**src/rtl/pwmc_pkg.sv**
```systemverilog
package pwmc_pkg;
  localparam int BUS_W     = 32;
  localparam int BYTE_W    = 8;
  localparam int CW_W      = 2 * BYTE_W;
  localparam int CNT_W     = 8;
  localparam int FIELD_W   = 4;
  localparam int CH_STRIDE = 8;
  localparam int CW_BASE   = 8;
  localparam int B_RUN     = 0;
  localparam int B_OEB     = 1;
  localparam int B_FHI     = 2;
  localparam int B_OD      = 3;

  function automatic int cw_hi_addr(int ch);
    return CW_BASE + CH_STRIDE * ch;
  endfunction

  function automatic int cw_lo_addr(int ch);
    return CW_BASE + 4 + CH_STRIDE * ch;
  endfunction

  function automatic int on_addr(int ch, int nch);
    return CW_BASE + CH_STRIDE * nch + CH_STRIDE * ch;
  endfunction

  function automatic int per_addr(int ch, int nch);
    return on_addr(ch, nch) + 4;
  endfunction

  function automatic int map_end(int nch);
    return CW_BASE + 2 * CH_STRIDE * nch;
  endfunction

  // next period count on a square-wave edge
  function automatic logic [CNT_W-1:0] count_step(logic [CNT_W-1:0] cnt,
                                                  logic [CNT_W-1:0] per);
    return (cnt >= per) ? '0 : cnt + 1'b1;
  endfunction

  function automatic logic duty_level(logic [CNT_W-1:0] cnt, logic [CNT_W-1:0] hi_time);
    return cnt < hi_time;
  endfunction

  function automatic logic pin_level(logic run, logic fhi, logic sel, logic sq, logic wave);
    if (fhi) return 1'b1;
    if (!run) return 1'b0;
    return sel ? wave : sq;
  endfunction

  function automatic logic drive_enable(logic oeb, logic od, logic lvl);
    return !oeb && !(od && lvl);
  endfunction
endpackage

```
**src/rtl/pwmc_regs.sv**
```systemverilog
module pwmc_regs
  import pwmc_pkg::*;
#(
  parameter int NUM_CH = 2,
  parameter int ADDR_W = 8
) (
  input  logic                           clk,
  input  logic                           rst_n,
  input  logic [ADDR_W-1:0]              addr,
  input  logic                           wr_en,
  input  logic [BUS_W-1:0]               wr_data,
  input  logic                           rd_en,
  output logic [BUS_W-1:0]               rd_data,
  output logic [NUM_CH-1:0]              run_o,
  output logic [NUM_CH-1:0]              oeb_o,
  output logic [NUM_CH-1:0]              fhi_o,
  output logic [NUM_CH-1:0]              od_o,
  output logic [NUM_CH-1:0]              sel_o,
  output logic [NUM_CH-1:0]              commit_o,
  output logic [NUM_CH-1:0][CW_W-1:0]    cw_o,
  output logic [NUM_CH-1:0][CNT_W-1:0]   on_o,
  output logic [NUM_CH-1:0][CNT_W-1:0]   per_o
);
  localparam int CTRL_BITS = FIELD_W * NUM_CH;
  localparam logic [ADDR_W-1:0] A_CTRL = '0;
  localparam logic [ADDR_W-1:0] A_SEL  = ADDR_W'(4);

  logic [CTRL_BITS-1:0]             ctrl_q;
  logic [NUM_CH-1:0]                sel_q;
  logic [NUM_CH-1:0][BYTE_W-1:0]    hi_q, lo_q;
  logic [NUM_CH-1:0][CNT_W-1:0]     on_q, per_q;
  logic [NUM_CH-1:0][CW_W-1:0]      act_q;
  logic [NUM_CH-1:0]                hi_seen_q, lo_seen_q;
  logic                             hit_ctrl, hit_sel;
  logic [NUM_CH-1:0]                hit_hi, hit_lo, hit_on, hit_per;
  logic [BUS_W-1:0]                 rd_mux;
  logic                             unused_wr_top;

  assign unused_wr_top = ^wr_data[BUS_W-1:CTRL_BITS];

  always_comb begin
    hit_ctrl = (addr == A_CTRL);
    hit_sel  = (addr == A_SEL);
    for (int i = 0; i < NUM_CH; i++) begin
      hit_hi[i]  = (addr == ADDR_W'(cw_hi_addr(i)));
      hit_lo[i]  = (addr == ADDR_W'(cw_lo_addr(i)));
      hit_on[i]  = (addr == ADDR_W'(on_addr(i, NUM_CH)));
      hit_per[i] = (addr == ADDR_W'(per_addr(i, NUM_CH)));
    end
  end

  always_comb begin
    rd_mux = '0;
    if (hit_ctrl) rd_mux[CTRL_BITS-1:0] = ctrl_q;
    for (int i = 0; i < NUM_CH; i++) begin
      if (hit_sel)    rd_mux[FIELD_W*i]    = sel_q[i];
      if (hit_hi[i])  rd_mux[BYTE_W-1:0]   = hi_q[i];
      if (hit_lo[i])  rd_mux[BYTE_W-1:0]   = lo_q[i];
      if (hit_on[i])  rd_mux[CNT_W-1:0]    = on_q[i];
      if (hit_per[i]) rd_mux[CNT_W-1:0]    = per_q[i];
    end
  end

  always_ff @(posedge clk or negedge rst_n) begin
    if (!rst_n) begin
      rd_data   <= '0;
      ctrl_q    <= '0;
      sel_q     <= '0;
      hi_q      <= '0;
      lo_q      <= '0;
      on_q      <= '0;
      per_q     <= '0;
      act_q     <= '0;
      hi_seen_q <= '0;
      lo_seen_q <= '0;
    end else begin
      rd_data <= rd_en ? rd_mux : '0;
      if (wr_en && hit_ctrl) ctrl_q <= wr_data[CTRL_BITS-1:0];
      for (int i = 0; i < NUM_CH; i++) begin
        if (wr_en && hit_sel)    sel_q[i] <= wr_data[FIELD_W*i];
        if (wr_en && hit_on[i])  on_q[i]  <= wr_data[CNT_W-1:0];
        if (wr_en && hit_per[i]) per_q[i] <= wr_data[CNT_W-1:0];
        if (wr_en && hit_hi[i]) begin
          hi_q[i] <= wr_data[BYTE_W-1:0];
          if (lo_seen_q[i]) begin
            act_q[i]     <= {wr_data[BYTE_W-1:0], lo_q[i]};
            hi_seen_q[i] <= 1'b0;
            lo_seen_q[i] <= 1'b0;
          end else begin
            hi_seen_q[i] <= 1'b1;
          end
        end
        if (wr_en && hit_lo[i]) begin
          lo_q[i] <= wr_data[BYTE_W-1:0];
          if (hi_seen_q[i]) begin
            act_q[i]     <= {hi_q[i], wr_data[BYTE_W-1:0]};
            hi_seen_q[i] <= 1'b0;
            lo_seen_q[i] <= 1'b0;
          end else begin
            lo_seen_q[i] <= 1'b1;
          end
        end
      end
    end
  end

  always_comb begin
    for (int i = 0; i < NUM_CH; i++) begin
      run_o[i]    = ctrl_q[FIELD_W*i + B_RUN];
      oeb_o[i]    = ctrl_q[FIELD_W*i + B_OEB];
      fhi_o[i]    = ctrl_q[FIELD_W*i + B_FHI];
      od_o[i]     = ctrl_q[FIELD_W*i + B_OD];
      commit_o[i] = wr_en && ((hit_hi[i] && lo_seen_q[i]) || (hit_lo[i] && hi_seen_q[i]));
    end
  end

  assign sel_o = sel_q;
  assign cw_o  = act_q;
  assign on_o  = on_q;
  assign per_o = per_q;
endmodule

```
**src/rtl/pwmc_nco.sv**
```systemverilog
module pwmc_nco #(
  parameter int CW_W = 16
) (
  input  logic            clk,
  input  logic            rst_n,
  input  logic            run,
  input  logic [CW_W-1:0] cw,
  output logic            sq_o,
  output logic            rise_o
);
  logic [CW_W-1:0] acc_q;
  logic            prev_q;

  always_ff @(posedge clk or negedge rst_n) begin
    if (!rst_n) begin
      acc_q  <= '0;
      prev_q <= 1'b0;
    end else if (!run) begin
      acc_q  <= '0;
      prev_q <= 1'b0;
    end else begin
      acc_q  <= acc_q + cw;
      prev_q <= acc_q[CW_W-1];
    end
  end

  assign sq_o   = acc_q[CW_W-1];
  assign rise_o = run && sq_o && !prev_q;
endmodule

```
**src/rtl/pwmc_stage.sv**
```systemverilog
module pwmc_stage
  import pwmc_pkg::*;
(
  input  logic             clk,
  input  logic             rst_n,
  input  logic             run,
  input  logic             rise,
  input  logic [CNT_W-1:0] hi_time,
  input  logic [CNT_W-1:0] per,
  output logic             wave_o
);
  logic [CNT_W-1:0] cnt_q;

  always_ff @(posedge clk or negedge rst_n) begin
    if (!rst_n)      cnt_q <= '0;
    else if (!run)   cnt_q <= '0;
    else if (rise)   cnt_q <= count_step(cnt_q, per);
  end

  assign wave_o = duty_level(cnt_q, hi_time);
endmodule

```
**src/rtl/pwmc_top.sv**
```systemverilog
module pwmc_top
  import pwmc_pkg::*;
#(
  parameter int NUM_CH = 2,
  parameter int ADDR_W = 8
) (
  input  logic              clk,
  input  logic              rst_n,
  input  logic [ADDR_W-1:0] bus_addr,
  input  logic              bus_wr,
  input  logic [31:0]       bus_wdata,
  input  logic              bus_rd,
  output logic [31:0]       bus_rdata,
  output logic [NUM_CH-1:0] pwm_out,
  output logic [NUM_CH-1:0] pwm_oe
);
  logic [NUM_CH-1:0]              run_w, oeb_w, fhi_w, od_w, sel_w, commit_w;
  logic [NUM_CH-1:0]              sq_w, rise_w, wave_w;
  logic [NUM_CH-1:0][CW_W-1:0]    cw_w;
  logic [NUM_CH-1:0][CNT_W-1:0]   on_w, per_w;

  pwmc_regs #(.NUM_CH(NUM_CH), .ADDR_W(ADDR_W)) u_regs (
    .clk      (clk),
    .rst_n    (rst_n),
    .addr     (bus_addr),
    .wr_en    (bus_wr),
    .wr_data  (bus_wdata),
    .rd_en    (bus_rd),
    .rd_data  (bus_rdata),
    .run_o    (run_w),
    .oeb_o    (oeb_w),
    .fhi_o    (fhi_w),
    .od_o     (od_w),
    .sel_o    (sel_w),
    .commit_o (commit_w),
    .cw_o     (cw_w),
    .on_o     (on_w),
    .per_o    (per_w)
  );

  for (genvar g = 0; g < NUM_CH; g++) begin : g_ch
    pwmc_nco #(.CW_W(CW_W)) u_nco (
      .clk    (clk),
      .rst_n  (rst_n),
      .run    (run_w[g]),
      .cw     (cw_w[g]),
      .sq_o   (sq_w[g]),
      .rise_o (rise_w[g])
    );

    pwmc_stage u_stage (
      .clk     (clk),
      .rst_n   (rst_n),
      .run     (run_w[g]),
      .rise    (rise_w[g]),
      .hi_time (on_w[g]),
      .per     (per_w[g]),
      .wave_o  (wave_w[g])
    );

    assign pwm_out[g] = pin_level(run_w[g], fhi_w[g], sel_w[g], sq_w[g], wave_w[g]);
    assign pwm_oe[g]  = drive_enable(oeb_w[g], od_w[g], pwm_out[g]);
  end
endmodule

```
**config.mk**
```make
export PLATFORM = sky130hd
export DESIGN_NAME = pwmc_top
export DESIGN_NICKNAME = d
export VERILOG_FILES = /design/src/rtl/pwmc_pkg.sv /design/src/rtl/pwmc_regs.sv /design/src/rtl/pwmc_nco.sv /design/src/rtl/pwmc_stage.sv /design/src/rtl/pwmc_top.sv
export SDC_FILE = /design/constraint.sdc
export NUM_CORES = 1
export LEC_CHECK = 0
export CAP_MARGIN = 25
export CELL_PAD_IN_SITES_DETAIL_PLACEMENT = 1
export CELL_PAD_IN_SITES_GLOBAL_PLACEMENT = 1
export CORE_MARGIN = 10
export CORE_UTILIZATION = 40
export CTS_BUF_LIST = sky130_fd_sc_hd__clkbuf_8
export CTS_CLUSTER_SIZE = 25
export DETAILED_ROUTE_END_ITERATION = 8
export PLACE_DENSITY = 0.82
export SYNTH_ARGS = -nofsm -noshare
export SYNTH_HDL_FRONTEND = slang
export SYNTH_SLANG_ARGS = --single-unit
```
**constraint.sdc**
```tcl
create_clock -name clk -period 2.8 [get_ports clk]
set_clock_uncertainty 0.2 [all_clocks]
set_input_delay 0.84 -clock clk [delete_from_list [all_inputs] [get_ports clk]]
set_output_delay 0.84 -clock clk [all_outputs]
set_load 0.02 [all_outputs]
```
Yosys cells after proc, flatten, opt, wreduce, memory -nomap -nowiden
Cells that the tools add are included.
W data, S select, Z words.
{"block": "word_totals", "out_inout_bits": 36, "romBits": 0, "ramBits": 0, "input_bits": 44, "ff_bits": 192, "latchBits": 0, "memories": 0}
{"block": "op_classes", "div": 0, "n_lt_le_gt_ge": 4, "add_sub_neg": 4, "eq_ne": 11, "shifts": 0, "reduce_logical": 27, "n_mux": 60, "n_bitwise": 0, "mul": 0}
{"operator": "$mux W16", "n": 10}
{"operator": "$mux W8", "n": 16}
{"operator": "$mux W1", "n": 34}
{"operator": "$add A16 B16 Y16", "n": 2}
{"operator": "$eq A8 B5 Y1 const B", "n": 4}
{"operator": "$logic_and A1 B1 Y1", "n": 18}
{"operator": "$add A8 B1 Y8 const B", "n": 2}
{"operator": "$eq A8 B4 Y1 const B", "n": 2}
{"operator": "$eq A8 B6 Y1 const B", "n": 2}
{"operator": "$ge A8 B8 Y1", "n": 2}
{"operator": "$lt A8 B8 Y1", "n": 2}
{"operator": "$eq A8 B3 Y1 const B", "n": 1}
{"operator": "$logic_not A8 Y1", "n": 1}
{"operator": "$logic_not A1 Y1", "n": 6}
{"operator": "$ne A2 B1 Y1 const B", "n": 2}
{"operator": "$reduce_bool A2 Y1", "n": 2}

Logic depth before layout (Yosys ltp)
Gate-level depths: netlist (run 1).
{"block": "depth", "word_depth": 13, "ltp_mapped": 9, "depth_no_buf": 8}

Hierarchy
Synthesis (run 1) repeated with hierarchy kept, for this count alone.
{"block": "hier_totals", "cells_unflattened": 1026, "area_unflattened_um2": 10381.2}
{"mod": "pwmc_regs", "cells_each": 539, "instances": 1, "area_each_um2": 6097.1}
{"mod": "pwmc_stage", "cells_each": 104, "instances": 2, "area_each_um2": 825.8}
{"mod": "pwmc_nco at g_ch[0].u_nco", "cells_each": 136, "instances": 1, "area_each_um2": 1296.2}
{"mod": "pwmc_nco at g_ch[1].u_nco", "cells_each": 135, "instances": 1, "area_each_um2": 1263.7}
{"mod": "pwmc_top", "cells_each": 8, "instances": 1, "area_each_um2": 72.6}

Worst setup path before layout (run 1)
OpenSTA, ideal clock, no wires.
{"block": "synth_path", "kind": "register to output", "start": "reg g_ch[0].u_stage.cnt_q[4]", "end": "out pwm_oe[0]", "path_slack_ns": -0.581, "stages_incl_launch_ff": 7, "arrival_time_ns": 2.341, "cell_sequence": "dfrtp_1 -> ha_1 -> a21o_1 -> a211oi_1 -> a21oi_1 -> o41ai_1 -> a21oi_1"}
{"block": "synth_between", "elab_chain_len": 7}
{"element": "start, declared", "line": "pwmc_stage.sv:12", "rtl": "logic [CNT_W-1:0] cnt_q;"}
{"element": "start signal, assigned", "line": "pwmc_stage.sv:17", "rtl": "else if (rise) cnt_q <= count_step(cnt_q, per);"}
{"element": "$lt A8 B8 Y1", "line": "pwmc_pkg.sv:41", "rtl": "return cnt < hi_time;"}
{"element": "$mux W1 (2 in series)", "line": "pwmc_pkg.sv:47", "rtl": "return sel ? wave : sq;"}
{"element": "$mux W1", "line": "pwmc_pkg.sv:46", "rtl": "if (!run) return 1'b0;"}
{"element": "net pwm_out[0]", "line": "pwmc_top.sv:14", "rtl": "output logic [NUM_CH-1:0] pwm_out,"}
{"element": "$logic_and A1 B1 Y1", "line": "pwmc_pkg.sv:51", "rtl": "return !oeb && !(od && lvl);"}
{"element": "$logic_not A1 Y1", "line": "pwmc_pkg.sv:51"}
{"element": "$logic_and A1 B1 Y1", "line": "pwmc_pkg.sv:51"}
{"element": "end, declared", "line": "pwmc_top.sv:15", "rtl": "output logic [NUM_CH-1:0] pwm_oe"}
The timed path passes the listed nets, and every way through them passes these cells.

Worst setup path after layout (run 1)
{"block": "layout_path", "start": "reg g_ch[1].u_stage.cnt_q[7]", "end": "out pwm_oe[1]"}
{"block": "layout_between", "elab_chain_len": 7}
{"element": "start, declared", "line": "pwmc_stage.sv:12"}
{"element": "start signal, assigned", "line": "pwmc_stage.sv:17"}
{"element": "$lt A8 B8 Y1", "line": "pwmc_pkg.sv:41"}
{"element": "$mux W1 (2 in series)", "line": "pwmc_pkg.sv:47"}
{"element": "$mux W1", "line": "pwmc_pkg.sv:46"}
{"element": "$logic_and A1 B1 Y1", "line": "pwmc_pkg.sv:51"}
{"element": "$logic_not A1 Y1", "line": "pwmc_pkg.sv:51"}
{"element": "$logic_and A1 B1 Y1", "line": "pwmc_pkg.sv:51"}
No other way between the ends.

==> flow_summary.json, run 1 <==
{
  "io_pins": 80,
  "ys_ff_latch": 168,
  "p_comb_share_pct": 16.2,
  "synthMostInstantiatedCell": "dfrtp_1",
  "antenna_cells": 0,
  "power.share.sequential_pct": 50.0,
  "gp_congestion": 0.902,
  "drc_errors": 0,
  "die-width_um": 175,
  "min_path_type": "input pin to asynchronous set/reset pin",
  "hold_viol": 0,
  "synth_cell_types": 73,
  "drt_wl_total_um": 30100,
  "drt-pass1-iter-count": 5,
  "dieArea_mm2": 0.0307,
  "cp-startpoint": "g_ch[1].u_stage.cnt_q[7]",
  "grt_util_met1_pct": 23.0,
  "tightest_slew_ps": 699,
  "status": "finished, violations left",
  "synth-edff-count": 0,
  "cts_buffers": 17,
  "period_share_pct": 118,
  "critical_path.max_fanout": 2,
  "maxSlewViolCount": 0,
  "gr-usage-met3_pct": 3.49,
  "synth_area_leader_cell": "dfrtp_1",
  "period_minus_slack_ps": 3300,
  "vias_per_cell": 5.55,
  "via_count": 7946,
  "rr_startpoint": "u_regs.cw_o[16]",
  "start_util_pct": 40.8,
  "cts_tree": "yes",
  "synth_adder_area_share_pct": 8.47,
  "area_delta_synth_final_pct": 21.1,
  "crit_arrival_ps": 2260,
  "globalRouteMet2Util_pct": 35.6,
  "syn_area_mm2": 0.00964,
  "row_count": 56,
  "setup_viol": 4,
  "fmaxAchievable_ghz": 0.303,
  "seq_area_frac_synth_pct": 43.6,
  "yosys_warnings": 0,
  "nFillCells": 2657,
  "grt_pass1_wl_um": 47800,
  "powerDensity_mw_per_mm2": 455,
  "root_buffer": "clkbuf_8",
  "async_flop_share_pct": 100,
  "final_antenna_net_count": 0,
  "synthXorXnorAreaFrac_pct": 1.82,
  "critPathMaxStageDelay_ps": 450,
  "worstSkewPairLatency_ps": 480,
  "setup_tns_ps": -1780,
  "cts_buffer_depth": 2,
  "die_y_um": 175,
  "grt_max_degree": 50,
  "worstPathRequired_ps": 1760,
  "grt_overflow": 0,
  "cp_slowest_cell": "dfrtp_1",
  "endpoint_kind": "primary output",
  "antenna_found_initial": 0,
  "leakagePower_nw": 5.91,
  "sw_frac_of_total_pct": 30.2,
  "synthSimpleGateAreaFrac_pct": 14.0,
  "wl_per_cell_um": 21.0,
  "synthMuxAreaShare_pct": 11.5,
  "track_usage_pct": 19.6,
  "final_net_count": 1208,
  "synth_top_area_share_pct": 43.6,
  "io_buffers": 31,
  "grt.busiest_layer": "met2",
  "clock-sinks": 168,
  "crit_path_cell_trace": "ha_4, nor2_2, mux2_4, a21oi_2, o211ai_1, buf_4, a21oi_4, buf_6",
  "yosys-top-cells-area": "dfrtp_1 44%, ha_1 8.0%, mux2_2 6.2%",
  "slew_headroom_pct": 53.3,
  "synth_common_cells": "168 x dfrtp_1, 80 x nor2_1, 75 x nand2_1",
  "core-area_mm2": 0.0236,
  "drv_cap": 0,
  "drive_gt1_share_pct": 24.4,
  "violations": "setup timing",
  "clk_pin_slew_worst_paths_ps": 100,
  "grt_pass1_vias": 8646,
  "hpwl_um": 21700,
  "path_class": "register to primary output",
  "synthCells": 959,
  "postSynthAreaPerCell_um2": 10.0,
  "cp-start-kind": "register",
  "synth_compound_area_share_pct": 15.1,
  "pwr-share-clk_pct": 33.8,
  "vdd_drop_max_mv": 0.269,
  "synth_top_family_by_area": "compound AO/OA/AOI/OAI gates",
  "p_int_mw": 3.71,
  "synth_flop_cell": "dfrtp_1",
  "power.switching_mw": 1.60,
  "whs_ps": 94.8,
  "cts_max_level": 4,
  "rsz0062_at_grt": "true",
  "setup_ws_ps": -499,
  "drtIter0Drc": 510
}
[per-layer routing]
metal,part of all wire (%),vias to the layer above
li1,-,3665
met1,43,4108
met2,53,127
met3,2.6,46
met4,2.1,0
met5,0,-
[sequential cells by signal (all words and copies together), names as in the netlist]
signal / flops
u_regs.rd_data: 8
u_regs.on_o: 16
u_regs.lo_seen_q: 2
u_regs.cw_o: 32
u_regs.ctrl_q: 8
u_regs.lo_q: 16
u_regs.hi_seen_q: 2
u_regs.per_o: 16
g_ch.u_nco.acc_q: 32
g_ch.u_stage.cnt_q: 16
g_ch.u_nco.prev_q: 2
u_regs.hi_q: 16
u_regs.sel_o: 2
[final cells by class]
cell class	count	area, um^2	share of cell area [%]
flip-flops and latches	168	4200	36.0
clock buffers	17	234	2.00
inverters	44	165	1.41
repair buffers	161	1400	12.0
well taps	319	399	3.42
multi-input cells	708	5120	43.9
clock inverters	15	153	1.31
[logic make-up (layout without fill, tap and decap cells)]
kind of cell	after synthesis	in the layout
other	1	24
DFF	168	168
adders and majority gates	64	64
AOI/OAI and AO/OA	230	230
xor gates and xnor gates	20	20
muxes	99	99
and+or+nand+nor	271	271
buffers and inverters	106	237
[worst max-delay path, delay by kind of cell (launching register included)]
| kind | cells | cell delay [ps] |
|---|---|---|
| flops | 1 | 450 |
| compound gates | 3 | 430 |
| buf+inv | 2 | 320 |
| fa+ha+maj | 1 | 290 |
| mux | 1 | 260 |
| simple gates | 1 | 30 |
[power groups by stage]
stage	Clock (mW)	Combinational (mW)	Sequential (mW)
floorplan	0	0.478	2.67
global placement	0	0.779	2.69
detailed placement	0	0.827	2.70
CTS	1.82	0.849	2.65
global route	1.93	0.946	2.67
finish	1.80	0.860	2.65
[final timing paths]
path | end | slack [ps] | cells after the start
hold reg to reg | u_regs.hi_seen_q[1] | 300 | 1
min in group clk | u_regs.hi_seen_q[1] | 300 | 1
max in group asynchronous | u_regs.cw_o[5] | 1600 | 2
setup / recovery | pwm_oe[1] | -500 | 8
hold / removal | g_ch[1].u_stage.cnt_q[2] | 90 | 1
setup reg to reg | g_ch[1].u_nco.acc_q[14] | 130 | 8
[layout by cell type (no fill, tap or decap), types with 5 or more instances in the layout]
cell / instances
nor2b_1: 8
buf_4: 121
mux2_4: 9
clkinvlp_4: 5
and3_1: 10
and2_1: 11
mux2_2: 52
nand2_1: 75
o31ai_1: 6
mux2i_1: 37
dfrtp_1: 168
a211oi_1: 9
ha_1: 60
a31oi_1: 10
a221oi_1: 6
conb_1: 24
a21oi_2: 5
o21a_1: 7
nor3_1: 16
inv_1: 45
clkbuf_8: 17
clkdlybuf4s50_1: 26
nor2_1: 76
nor2_2: 8
o21ai_0: 46
a21o_1: 12
o22ai_1: 8
xnor2_1: 10
nand3_1: 23
a21oi_1: 65
nand2_2: 5
nand2b_1: 11
o211ai_1: 11
xor2_1: 10
buf_12: 9
[stage by stage]
stage	area (um^2)	worst slack [ps]	utilization [%]	total power, mW	instances
floorplan	9760	-18.4	-	3.14	982
global placement	11200	-488	47.2	3.46	1394
detailed placement	11200	-500	47.2	3.52	1394
CTS	11600	-489	49.1	5.32	1429
global route	11700	-627	49.4	5.54	1432
finish	11700	-499	49.4	5.31	1432
[what timing repair did]
action,in CTS,in global routing
setup buffers,4,4
pin swaps,10,6
setup endpoints to repair,6,14
hold endpoints to repair,0,0
hold buffers,0,0
gates resized for setup,30,15
Power figures use the tool's default switching activity.
==> inputs of run 2 (changes only) <==
--- a/config.mk
+++ b/config.mk
@@ -13,7 +13,7 @@
 export CTS_BUF_LIST = sky130_fd_sc_hd__clkbuf_8
 export CTS_CLUSTER_SIZE = 25
 export DETAILED_ROUTE_END_ITERATION = 8
-export PLACE_DENSITY = 0.82
+export PLACE_DENSITY_LB_ADDON = 0.3
 export SYNTH_ARGS = -nofsm -noshare
 export SYNTH_HDL_FRONTEND = slang
 export SYNTH_SLANG_ARGS = --single-unit
==> flow_summary.json, run 2 (synthesis results as in run 1) <==
{
  "die-width_um": 175,
  "grt_util_met1_pct": 23.0,
  "critical_path.max_fanout": 2,
  "via_count": 7682,
  "powerDensity_mw_per_mm2": 461,
  "io_pins": 80,
  "period_minus_slack_ps": 3350,
  "start_util_pct": 40.8,
  "gp_congestion": 0.866,
  "wl_per_cell_um": 19.5,
  "placedCellCount": 1389,
  "cp_slowest_cell": "dfrtp_1",
  "path_buf_inv": 2,
  "status": "finished, violations left",
  "dp_slack_ps": -544,
  "grt_pass1_vias": 8254,
  "antenna_cells": 0,
  "setup_tns_ps": -1780,
  "drtIter0Drc": 304,
  "dieArea_mm2": 0.0307,
  "vdd_drop_max_mv": 0.299,
  "grt_overflow": 0,
  "fmaxAchievable_ghz": 0.298,
  "worstPathRequired_ps": 1760,
  "final_cells": 1426,
  "r2r-end": "g_ch[1].u_nco.acc_q[14]",
  "leakagePower_nw": 5.90,
  "finish.utilization_pct": 49.5,
  "clock-sinks": 168,
  "gr-usage-met3_pct": 2.44,
  "io_buffers": 31,
  "cts_buffer_depth": 2,
  "setup_viol": 4,
  "final_net_count": 1202,
  "die_y_um": 175,
  "core-area_mm2": 0.0236,
  "drive_gt1_share_pct": 23.9,
  "root_buffer": "clkbuf_8",
  "endpoint_kind": "primary output",
  "period_share_pct": 120,
  "vias_per_cell": 5.39,
  "area_delta_synth_final_pct": 21.3,
  "min_path_type": "input pin to asynchronous set/reset pin",
  "grt_pass1_wl_um": 45400,
  "worstSkewPairLatency_ps": 480,
  "cpMostUsedCell": "a21oi_2",
  "maxSlewViolCount": 0,
  "cts_hold_buffers": 0,
  "layout_common_cells": "168 x dfrtp_1, 113 x buf_4, 78 x nor2_1",
  "cts_buffers": 17,
  "worst-r2r-cell-count": 8,
  "drv_cap": 0,
  "tightest_slew_ps": 698,
  "critPathMaxStageDelay_ps": 400,
  "violations": "setup timing",
  "hold_viol": 0,
  "cp-start-kind": "register",
  "rrSetupSlack_ps": 120,
  "path_class": "register to primary output",
  "drt_wl_total_um": 27900,
  "globalRouteMet2Util_pct": 32.6,
  "row_count": 56,
  "cts_max_level": 4,
  "crit_arrival_ps": 2310,
  "final_common_cell": "dfrtp_1",
  "rr_startpoint": "u_regs.cw_o[16]",
  "drt-pass1-iter-count": 5,
  "drc_errors": 0,
  "slew_headroom_pct": 53.3,
  "cpLargestDelayFamily": "compound AO/OA/AOI/OAI gates",
  "crit_path_cell_trace": "inv_2, ha_4, a21o_1, a211oi_2, a21oi_2, o41ai_4, a21oi_2, buf_6",
  "setup_ws_ps": -552,
  "antenna_found_initial": 0,
  "cts_tree": "yes",
  "grt_max_degree": 61,
  "track_usage_pct": 18.5,
  "rsz0062_at_grt": "true",
  "final_antenna_net_count": 0,
  "hpwl_um": 20500,
  "clk_pin_slew_worst_paths_ps": 100,
  "grt.busiest_layer": "met2"
}
run 2: timing repair:
| item | CTS | global route |
|---|---|---|
| pin swaps | 10 | 12 |
| endpoints found under the setup margin | 4 | 8 |
| setup buffers | 2 | 5 |
| resized for setup | 30 | 12 |
run 2: worst max path at each step:
stage,from,endpoint,slack (ps),cells past startpoint
6_report,u_regs.on_o[4],pwm_oe[0],-550,8
5_1_grt,u_regs.on_o[4],pwm_oe[0],-650,8
4_1_cts,u_regs.on_o[4],pwm_oe[0],-570,8
3_5_place_dp,u_regs.on_o[4],pwm_oe[0],-540,8
3_3_place_gp,u_regs.on_o[4],pwm_oe[0],-480,8
2_1_floorplan,g_ch[0].u_stage.cnt_q[4],pwm_oe[0],-20,6
run 2: layout make-up:
type / instances / area, um^2
Fill cell: 2671 / 11900
Multi-Input combinational cell: 708 / 5110
Sequential cell: 168 / 4200
Timing Repair Buffer: 155 / 1390
Tap cell: 319 / 399
Clock buffer: 18 / 248
Clock inverter: 14 / 170
Inverter: 44 / 165
run 2: metal layers:
| metal | routed length [um] | vias to the layer above |
|---|---|---|
| li1 | - | 3656 |
| met1 | 12500 | 3903 |
| met2 | 14300 | 97 |
| met3 | 636 | 26 |
| met4 | 442 | 0 |
| met5 | 0 | - |
run 2: where the power goes:
group	internal [mW]	total, mW	switching, mW
sequential	2.56	2.65	0.0902
combinational	0.363	0.856	0.493
clock	0.912	1.89	0.980
total	3.83	5.39	1.56
run 2: per-stage QoR:
step	cell area (um^2)	hold WS, ps	power (mW)
after floorplan	9760	250	3.14
after CTS	11600	46.4	5.43
final	11700	55.6	5.39
after global placement	11200	264	3.49
after detailed placement	11200	291	3.53
after global routing	11700	66.7	5.63
